**config.mk**
```make
export PLATFORM = sky130hd
export DESIGN_NAME = pwr_state_seq
export DESIGN_NICKNAME = d
export VERILOG_FILES = /design/src/rtl/pss_pkg.sv /design/src/rtl/pss_sync.sv /design/src/rtl/pss_relock_timer.sv /design/src/rtl/pss_viol_mon.sv /design/src/rtl/pss_fsm.sv /design/src/rtl/pwr_state_seq.sv
export SDC_FILE = /design/constraint.sdc
export NUM_CORES = 1
export LEC_CHECK = 0
export ABC_AREA = 1
export BUFFER_PORTS_ARGS = -buffer_cell sky130_fd_sc_hd__buf_2
export CAP_MARGIN = 25
export CORE_UTILIZATION = 58
export CTS_CLUSTER_SIZE = 25
export DETAILED_ROUTE_END_ITERATION = 10
export HOLD_SLACK_MARGIN = 0.1
export PLACE_DENSITY = 0.83
export SYNTH_ARGS = -nofsm -noshare
export SYNTH_HDL_FRONTEND = slang
export SYNTH_SLANG_ARGS = --single-unit
```
**constraint.sdc**
```tcl
create_clock -name clk -period 1.62 [get_ports clk]
set_clock_uncertainty 0.15 [all_clocks]
set_input_delay 0.162 -clock clk [delete_from_list [all_inputs] [get_ports clk]]
set_output_delay 0.162 -clock clk [all_outputs]
set_load 0.05 [all_outputs]
```
**src/rtl/pss_pkg.sv**
```systemverilog
package pss_pkg;
  typedef enum logic [2:0] {
    ST_NORMAL   = 3'd0,
    ST_AUTOHALT = 3'd1,
    ST_STOPGNT  = 3'd2,
    ST_SLEEP    = 3'd3,
    ST_DEEP     = 3'd4,
    ST_RELOCK   = 3'd5
  } pwr_state_e;
endpackage

```
**src/rtl/pss_sync.sv**
```systemverilog
module pss_sync #(
  parameter int W = 2,
  parameter logic [W-1:0] RST_VAL = '1
) (
  input  logic         clk,
  input  logic         rst_n,
  input  logic [W-1:0] d_async,
  output logic [W-1:0] q_sync
);
  logic [W-1:0] meta_q;
  logic [W-1:0] sync_q;

  always_ff @(posedge clk or negedge rst_n) begin
    if (!rst_n) begin
      meta_q <= RST_VAL;
      sync_q <= RST_VAL;
    end else begin
      meta_q <= d_async;
      sync_q <= meta_q;
    end
  end

  assign q_sync = sync_q;
endmodule

```
**src/rtl/pss_relock_timer.sv**
```systemverilog
module pss_relock_timer #(
  parameter int RELOCK_CYC = 50000
) (
  input  logic clk,
  input  logic rst_n,
  input  logic run,
  output logic done
);
  localparam int CW = $clog2(RELOCK_CYC + 1);
  localparam logic [CW-1:0] LAST = CW'(RELOCK_CYC - 1);

  logic [CW-1:0] cnt_q;

  always_ff @(posedge clk or negedge rst_n) begin
    if (!rst_n)             cnt_q <= '0;
    else if (!run)          cnt_q <= '0;
    else if (cnt_q != LAST) cnt_q <= cnt_q + 1'b1;
  end

  assign done = run && (cnt_q == LAST);

  assert_cnt_bound_R5: assert property (@(posedge clk) disable iff (!rst_n)
    cnt_q <= LAST);
  assert_cnt_restart_R6: assert property (@(posedge clk) disable iff (!rst_n)
    !run |=> cnt_q == '0);
endmodule

```
**src/rtl/pss_viol_mon.sv**
```systemverilog
module pss_viol_mon (
  input  logic clk,
  input  logic rst_n,
  input  logic quiet_win,
  input  logic bus_strobe,
  input  logic stpgnt_req,
  input  logic halt_ind,
  output logic viol
);
  logic stp_prev_q, halt_prev_q, viol_q;
  logic activity;

  always_comb begin
    activity = bus_strobe || (stpgnt_req != stp_prev_q) || (halt_ind != halt_prev_q);
  end

  always_ff @(posedge clk or negedge rst_n) begin
    if (!rst_n) begin
      stp_prev_q  <= 1'b0;
      halt_prev_q <= 1'b0;
      viol_q      <= 1'b0;
    end else begin
      stp_prev_q  <= stpgnt_req;
      halt_prev_q <= halt_ind;
      if (quiet_win && activity) viol_q <= 1'b1;
    end
  end

  assign viol = viol_q;

  assert_viol_sticky_R11: assert property (@(posedge clk) disable iff (!rst_n)
    viol_q |=> viol_q);
endmodule

```
**src/rtl/pss_fsm.sv**
```systemverilog
module pss_fsm
  import pss_pkg::*;
#(
  parameter int SLP_QUAL = 4
) (
  input  logic       clk,
  input  logic       rst_n,
  input  logic       stpgnt_req,
  input  logic       halt_ind,
  input  logic       slp_act,
  input  logic       clk_run,
  input  logic       relock_done,
  output pwr_state_e state_o
);
  localparam int QW = $clog2(SLP_QUAL + 1);
  localparam logic [QW-1:0] QLAST = QW'(SLP_QUAL - 1);

  pwr_state_e state_q, state_d;
  logic [QW-1:0] qual_q;
  logic slp_ok;

  assign slp_ok = slp_act && (qual_q == QLAST);

  always_ff @(posedge clk or negedge rst_n) begin
    if (!rst_n)                                      qual_q <= '0;
    else if (state_q == ST_STOPGNT && slp_act) begin
      if (qual_q != QLAST)                           qual_q <= qual_q + 1'b1;
    end else                                         qual_q <= '0;
  end

  always_comb begin
    state_d = state_q;
    unique case (state_q)
      ST_NORMAL:   if (stpgnt_req) state_d = ST_STOPGNT;
                   else if (halt_ind) state_d = ST_AUTOHALT;
      ST_AUTOHALT: if (stpgnt_req) state_d = ST_STOPGNT;
                   else if (!halt_ind) state_d = ST_NORMAL;
      ST_STOPGNT:  if (slp_ok) state_d = ST_SLEEP;
                   else if (!stpgnt_req && !slp_act) state_d = ST_NORMAL;
      ST_SLEEP:    if (!clk_run) state_d = ST_DEEP;
                   else if (!slp_act) state_d = ST_STOPGNT;
      ST_DEEP:     if (clk_run) state_d = ST_RELOCK;
      ST_RELOCK:   if (!clk_run) state_d = ST_DEEP;
                   else if (relock_done) state_d = ST_SLEEP;
      default:     state_d = ST_NORMAL;
    endcase
  end

  always_ff @(posedge clk or negedge rst_n) begin
    if (!rst_n) state_q <= ST_NORMAL;
    else        state_q <= state_d;
  end

  assign state_o = state_q;

  assert_legal_state_R2: assert property (@(posedge clk) disable iff (!rst_n)
    state_q <= ST_RELOCK);
  assert_deep_entry_R4: assert property (@(posedge clk) disable iff (!rst_n)
    (state_q != ST_DEEP) |=> (state_q != ST_DEEP) || $past(state_q) == ST_SLEEP || $past(state_q) == ST_RELOCK);
  assert_sleep_entry_R3: assert property (@(posedge clk) disable iff (!rst_n)
    (state_q != ST_SLEEP) |=> (state_q != ST_SLEEP) || $past(state_q) == ST_STOPGNT || $past(state_q) == ST_RELOCK);
  assert_relock_exit_R5: assert property (@(posedge clk) disable iff (!rst_n)
    (state_q == ST_RELOCK && clk_run && relock_done) |=> state_q == ST_SLEEP);
endmodule

```
**src/rtl/pwr_state_seq.sv**
```systemverilog
module pwr_state_seq
  import pss_pkg::*;
#(
  parameter int RELOCK_CYC = 50000,
  parameter int SLP_QUAL   = 4
) (
  input  logic       clk,
  input  logic       rst_n,
  input  logic       stpgnt_req,
  input  logic       sleep_req_n,
  input  logic       halt_ind,
  input  logic       bclk_run,
  input  logic       bus_strobe,
  output logic [2:0] pwr_state,
  output logic       cache_clk_en,
  output logic       snoop_en,
  output logic       intr_latch_en,
  output logic       intclk_stop_ok,
  output logic       proto_viol
);
  logic [1:0] sync_out;
  logic slp_act, clk_run, relock_done, quiet_win;
  pwr_state_e st;

  pss_sync #(.W(2), .RST_VAL(2'b11)) u_sync (
    .clk(clk), .rst_n(rst_n),
    .d_async({sleep_req_n, bclk_run}),
    .q_sync(sync_out)
  );

  assign slp_act = !sync_out[1];
  assign clk_run = sync_out[0];

  pss_relock_timer #(.RELOCK_CYC(RELOCK_CYC)) u_timer (
    .clk(clk), .rst_n(rst_n),
    .run(st == ST_RELOCK),
    .done(relock_done)
  );

  pss_fsm #(.SLP_QUAL(SLP_QUAL)) u_fsm (
    .clk(clk), .rst_n(rst_n),
    .stpgnt_req(stpgnt_req), .halt_ind(halt_ind),
    .slp_act(slp_act), .clk_run(clk_run),
    .relock_done(relock_done),
    .state_o(st)
  );

  assign quiet_win = (st == ST_DEEP) || (st == ST_RELOCK);

  pss_viol_mon u_viol (
    .clk(clk), .rst_n(rst_n),
    .quiet_win(quiet_win), .bus_strobe(bus_strobe),
    .stpgnt_req(stpgnt_req), .halt_ind(halt_ind),
    .viol(proto_viol)
  );

  always_comb begin
    pwr_state      = st;
    cache_clk_en   = !quiet_win;
    snoop_en       = (st == ST_NORMAL) || (st == ST_AUTOHALT) || (st == ST_STOPGNT);
    intr_latch_en  = snoop_en;
    intclk_stop_ok = (st == ST_SLEEP) || quiet_win;
  end
endmodule

```
Word level (Yosys, flattened, before mapping)
Cells that the tools add are included.
{"block": "op_classes", "n_addsub": 2, "n_eq_ne": 19, "n_mux": 16, "n_reduce_logical": 16}
{"op": "two-way mux 3 bit", "n": 13}
{"op": "two-way mux 16 bit", "n": 2}
{"op": "case mux 3 bit (6 select lines)", "n": 1}
{"op": "adder 16 x 1 -> 16 bit (second input constant)", "n": 1}
{"op": "== test 16 bit (second input constant)", "n": 1}
{"op": "inequality test 16 bit (second input constant)", "n": 1}
{"op": "== test 3 x 2 -> 1 bit (second input constant)", "n": 3}
{"op": "inequality test 3 bit (second input constant)", "n": 3}
{"op": "== test 3 bit (second input constant)", "n": 2}
{"op": "logical OR 1 bit", "n": 6}
{"op": "inequality test 3 x 2 -> 1 bit (second input constant)", "n": 2}
{"op": "AND reduction 6 bit", "n": 1}
{"op": "logical AND 1 bit", "n": 5}
{"op": "inequality test 2 bit (second input constant)", "n": 2}
{"op": "adder 3 x 1 -> 3 bit (second input constant)", "n": 1}
{"op": "== test 3 x 1 -> 1 bit (second input constant)", "n": 1}
{"op": "logical NOT 1 bit", "n": 3}
{"op": "logical NOT 3 bit", "n": 1}
{"op": "inequality test 3 x 1 -> 1 bit (second input constant)", "n": 1}
{"op": "inequality test 1 bit", "n": 2}
{"op": "inequality test 2 x 1 -> 1 bit (second input constant)", "n": 1}
{"block": "totals", "reg_bits": 29, "wordCells": 61}

Longest topological paths before layout
{"block": "logic_depth", "word_depth": 5, "ltp_mapped": 10}

By module
From an unflattened synthesis, not the netlist that was laid out.
{"block": "hier_totals", "cells_unflattened": 262, "hier_area_um2": 1795.5}
{"module": "pss_relock_timer", "instances": 1, "cells_each": 156, "area_each_um2": 1009.7, "seq_area_each_um2": 400.4}
{"module": "pss_fsm", "instances": 1, "cells_each": 73, "area_each_um2": 495.5, "seq_area_each_um2": 150.1}
{"module": "pss_viol_mon", "instances": 1, "cells_each": 18, "area_each_um2": 132.6, "seq_area_each_um2": 75.1}
{"module": "pss_sync", "instances": 1, "cells_each": 4, "area_each_um2": 105.1, "seq_area_each_um2": 105.1}
{"module": "pwr_state_seq", "instances": 1, "cells_each": 11, "area_each_um2": 52.6, "seq_area_each_um2": 0.0}

Worst setup path after synthesis
No wires, ideal clock.
{"block": "synth_timing", "path_kind": "reg-to-reg", "startpoint": "register u_fsm.state_q[1], in the netlist u_fsm.state_o[1]", "endpoint": "register u_fsm.state_q[2], in the netlist u_fsm.state_o[2]", "setup_time_ps": 120, "arrival_ps": 2023, "setup_slack_ps": -673, "path_stages_with_launch": 8, "path_buffers": 0, "path_cell_list": "dfrtp_1 inv_2 nand2_1 nand2_1 o21ai_0 inv_1 nand3_1 nand2_1"}
{"block": "synth_between", "elab_chain_cells": 4, "word_cells_on_any_way": 15}
{"item": "start, declared", "line": "pss_fsm.sv:18", "text": "pwr_state_e state_q, state_d;"}
{"item": "start signal, assigned", "line": "pss_fsm.sv:51", "text": "else state_q <= state_d;"}
{"item": "== test 3 bit", "line": "pss_fsm.sv:33, pwr_state_seq.sv:36"}
{"item": "logical AND 1 bit", "line": "pss_relock_timer.sv:20", "text": "assign done = run && (cnt_q == LAST);"}
{"item": "inequality test 3 bit (no source line)"}
{"item": "AND reduction 6 bit (no source line)"}
Parallel ways exist; a longest one is shown, timed or not.
A chain may end at the register's enable or synchronous reset.

Worst setup path after layout
{"block": "layout_timing", "startpoint": "register u_fsm.state_q[1], in the netlist u_fsm.state_o[1]", "endpoint": "output pwr_state[1]"}
{"item": "end, declared", "line": "pwr_state_seq.sv:14", "text": "output logic [2:0] pwr_state,"}
No word-level cell between the ends.

==> flow_summary.toml <==
[outcome]
status = "finished, final reports clean"

[route]
wire_per_inst_um = 14.4
vias_per_cell = 5.42
drtIter0Drc = 67
dr_total_vias = 1538
dr.pass1.iters = 5
ant_nets = 0
drc_errors = 0
wl_um = 4100

[timing]
rsz0062_at_grt = "true"
setup_tns_ns = 0
finalCritPeriodShare_pct = 99.8
relSlewSlack_pct = 64.7
final_hold_viol_count = 0
worst_pin_slew_ns = 0.528
whs_ns = 0.204
setup_violations = 0
layout_setup_ws_ns = 0.00389
period_needed_ns = 1.62
clock.fmax_mhz = 619
slew_violations = 0

[cts]
cts_root_buffer = "clkbuf_4"
htreeDepth = 2
clock_latency_ns = 0.35
cts.reportedPaths.clkPinSlew_ns = 0.11
cts_sinks = 29
cts_buffer_depth = 2
cts_made_buffers = 5
cts_tree = "built"

[worst_setup_path]
r2r_slack_ns = 0.04
crit_path_start_kind = "register"
endpoint = "pwr_state[1]"
cp-startpoint = "u_fsm.state_o[1]"
timing.rr.end = "u_fsm.state_o[2]"
cp.depth = 3
r2r_cells = 7
cp.arrival_ns = 1.30
crit_buf_inv = 3
critPathRequiredTime_ns = 1.31
cp_top_family = "buffers and inverters"
max_stage_delay_ns = 0.46
reg2reg_from = "u_fsm.state_o[1]"
critical_path.most_common_cell = "buf_4"
worstSetupPathType = "register to output port"
cp_max_fo = 4
cpMaxStageDelayCell = "dfrtp_2"
end_kind = "output port"
crit_chain = "buf_4, buf_4, buf_2"

[synth]
seq_area_frac_synth_pct = 43.5
ys_warn_count = 0
synth_seq_cells = 29
syn-cell-area_um2 = 1680
synthCells = 208
ys_types = 30
syn_nets = 218
avgSynthCellArea_um2 = 8.07

[global_routing]
grt_pass1_wl_um = 6050
overflow = 0
grt_max_degree = 16
antenna_found_initial = 0
grt_usage_pct = 26.3
grt_pass1_vias = 1376

[pwr]
power_frac_comb_pct = 49.8
clockPowerShare_pct = 17.2
p_leak_nw = 1.04
swShare_pct = 45.2
internal_power_mw = 1.42
pwr-share-seq_pct = 33.0
p_sw_mw = 1.17
ir_drop_mv = 1.58
powerDensity_nw_per_um2 = 1210

[layout]
syn2layout_area_growth_pct = 28.3
fin_nets = 262
n_antenna_cell = 0
final_layout_size_suffix_gt1_share_pct = 39.1
final_util_pct = 78.1

[floorplan]
die_height_um = 55.8
placementRows = 19
die_w_um = 55.8
core_um2 = 2760
ioPinCount = 15
start_util_pct = 60.8
die-area_um2 = 3110

[flow_run]
drv_cap = 0

[placement]
post-place-ws_ns = 0.0305
hpwl_um = 2290
gp_congestion = 0.870
portBuffers = 14

[worst_hold_path]
hp-class = "primary input to asynchronous set/reset pin"
==> cells in the final DEF, fill, tap and decap left out, drive strengths merged, types with 3 or more instances in the layout <==
master / n
nand2: 54
nor2: 38
buf: 32
inv: 27
dfrtp: 25
nand3: 17
o21ai: 10
a21oi: 9
dlygate4sd3: 7
clkbuf: 6
nand4: 5
dfstp: 4
clkinv: 3
nor3: 3
xor2: 3
ha: 3
==> worst reg2reg max path, stage by stage (launching register included) <==
cell and delay [ns]:
dfrtp_2 0.46, buf_4 0.14, buf_4 0.14, nor3_1 0.25, o21ai_0 0.16, inv_1 0.10
nand3_2 0.07, nand2_1 0.07
==> cells in the mapped netlist <==
cell | instances | share of area (%)
nor3_1 | 3 | 0.89
dfstp_2 | 4 | 6.3
nor2_2 | 4 | 1.5
dfrtp_1 | 25 | 37
nand3_2 | 3 | 1.8
nand3b_1 | 1 | 0.45
xnor2_1 | 1 | 0.52
nand2_1 | 47 | 11
a31oi_1 | 1 | 0.37
nor2_1 | 27 | 6.0
a22oi_1 | 1 | 0.45
clkinv_2 | 1 | 0.30
o21bai_2 | 1 | 0.67
nand3_1 | 13 | 3.9
inv_1 | 17 | 3.8
inv_2 | 10 | 2.2
nand3_4 | 1 | 1.0
o21ai_0 | 2 | 0.60
buf_4 | 2 | 0.89
nand2_4 | 3 | 2.0
nor2_4 | 6 | 4.0
nand4_1 | 5 | 1.9
nand2_2 | 4 | 1.5
o211a_1 | 1 | 0.60
a21oi_1 | 9 | 2.7
nor2_8 | 1 | 1.2
xor2_1 | 3 | 1.6
o21bai_1 | 1 | 0.45
ha_1 | 3 | 2.2
o21ai_1 | 8 | 2.4
==> worst min-delay path by stage <==
| stage | startpoint | end |
|---|---|---|
| 3_5_place_dp | rst_n | u_fsm.qual_q[0] |
| 5_1_grt | rst_n | u_sync.q_sync[1] |
| 4_1_cts | rst_n | u_sync.q_sync[1] |
| 3_3_place_gp | rst_n | u_fsm.qual_q[2] |
| 6_report | rst_n | u_sync.q_sync[1] |
| 2_1_floorplan | rst_n | u_fsm.qual_q[0] |
==> metal layers <==
metal / global-route usage, % / vias to the layer above / wire [µm]
li1: - / 751 / -
met1: 29.9 / 717 / 1610
met2: 44.9 / 52 / 2140
met3: 7.21 / 18 / 192
met4: 13.6 / 0 / 158
met5: 0 / - / 0
==> metrics by stage <==
| step | instances | power (mW) | cell area (µm²) |
|---|---|---|---|
| after global routing | 284 | 2.71 | 2150 |
| after CTS | 276 | 2.32 | 1990 |
| after global placement | 254 | 1.73 | 1810 |
| after detailed placement | 254 | 1.74 | 1810 |
| after floorplan | 208 | 1.57 | 1690 |
| final | 284 | 2.60 | 2150 |
==> cell families (layout without fill, tap and decap cells) <==
group | Yosys count | count (layout) | synth area share [%]
adder cells (fa/ha/maj) | 3 | 3 | 2.24
buffers and inverters | 30 | 75 | 7.23
XOR/XNOR | 4 | 4 | 2.09
AO/OA/AOI/OAI | 24 | 24 | 8.20
flip-flops | 29 | 29 | 43.5
AND/OR/NAND/NOR | 118 | 118 | 36.7
==> power by group through the flow <==
stage | Sequential, mW | Combinational [mW] | Clock [mW]
after floorplan | 1.01 | 0.564 | 0
after global placement | 0.892 | 0.838 | 0
after detailed placement | 0.892 | 0.844 | 0
after CTS | 0.846 | 1.02 | 0.451
after global routing | 0.861 | 1.36 | 0.481
final | 0.858 | 1.29 | 0.446
==> final cells by class <==
type                    count  area, µm²
clock buffers               6       41.3
clock inverters             2       10.0
fillers                   178        604
inverters                  28        111
multi-input cells         149        921
flip-flops and latches     29        734
well taps                  31       38.8
repair buffers             39        297
==> state kept, by name (all words and copies together) (netlist names) <==
register,flops
u_timer.cnt_q,16
u_fsm.qual_q,3
u_fsm.state_o,3
u_sync.meta_q,2
u_sync.q_sync,2
u_viol.halt_prev_q,1
u_viol.stp_prev_q,1
u_viol.viol,1
==> repair_timing <==
| action | 4_1_cts | 5_1_grt |
|---|---|---|
| endpoints found under the hold margin | 34 | 0 |
| pin swaps | 0 | 10 |
| hold buffers | 7 | 0 |
| resized for setup | 3 | 28 |
| endpoints found under the setup margin | 3 | 9 |
| setup buffers | 7 | 8 |
(Power assumes the default switching activity.)
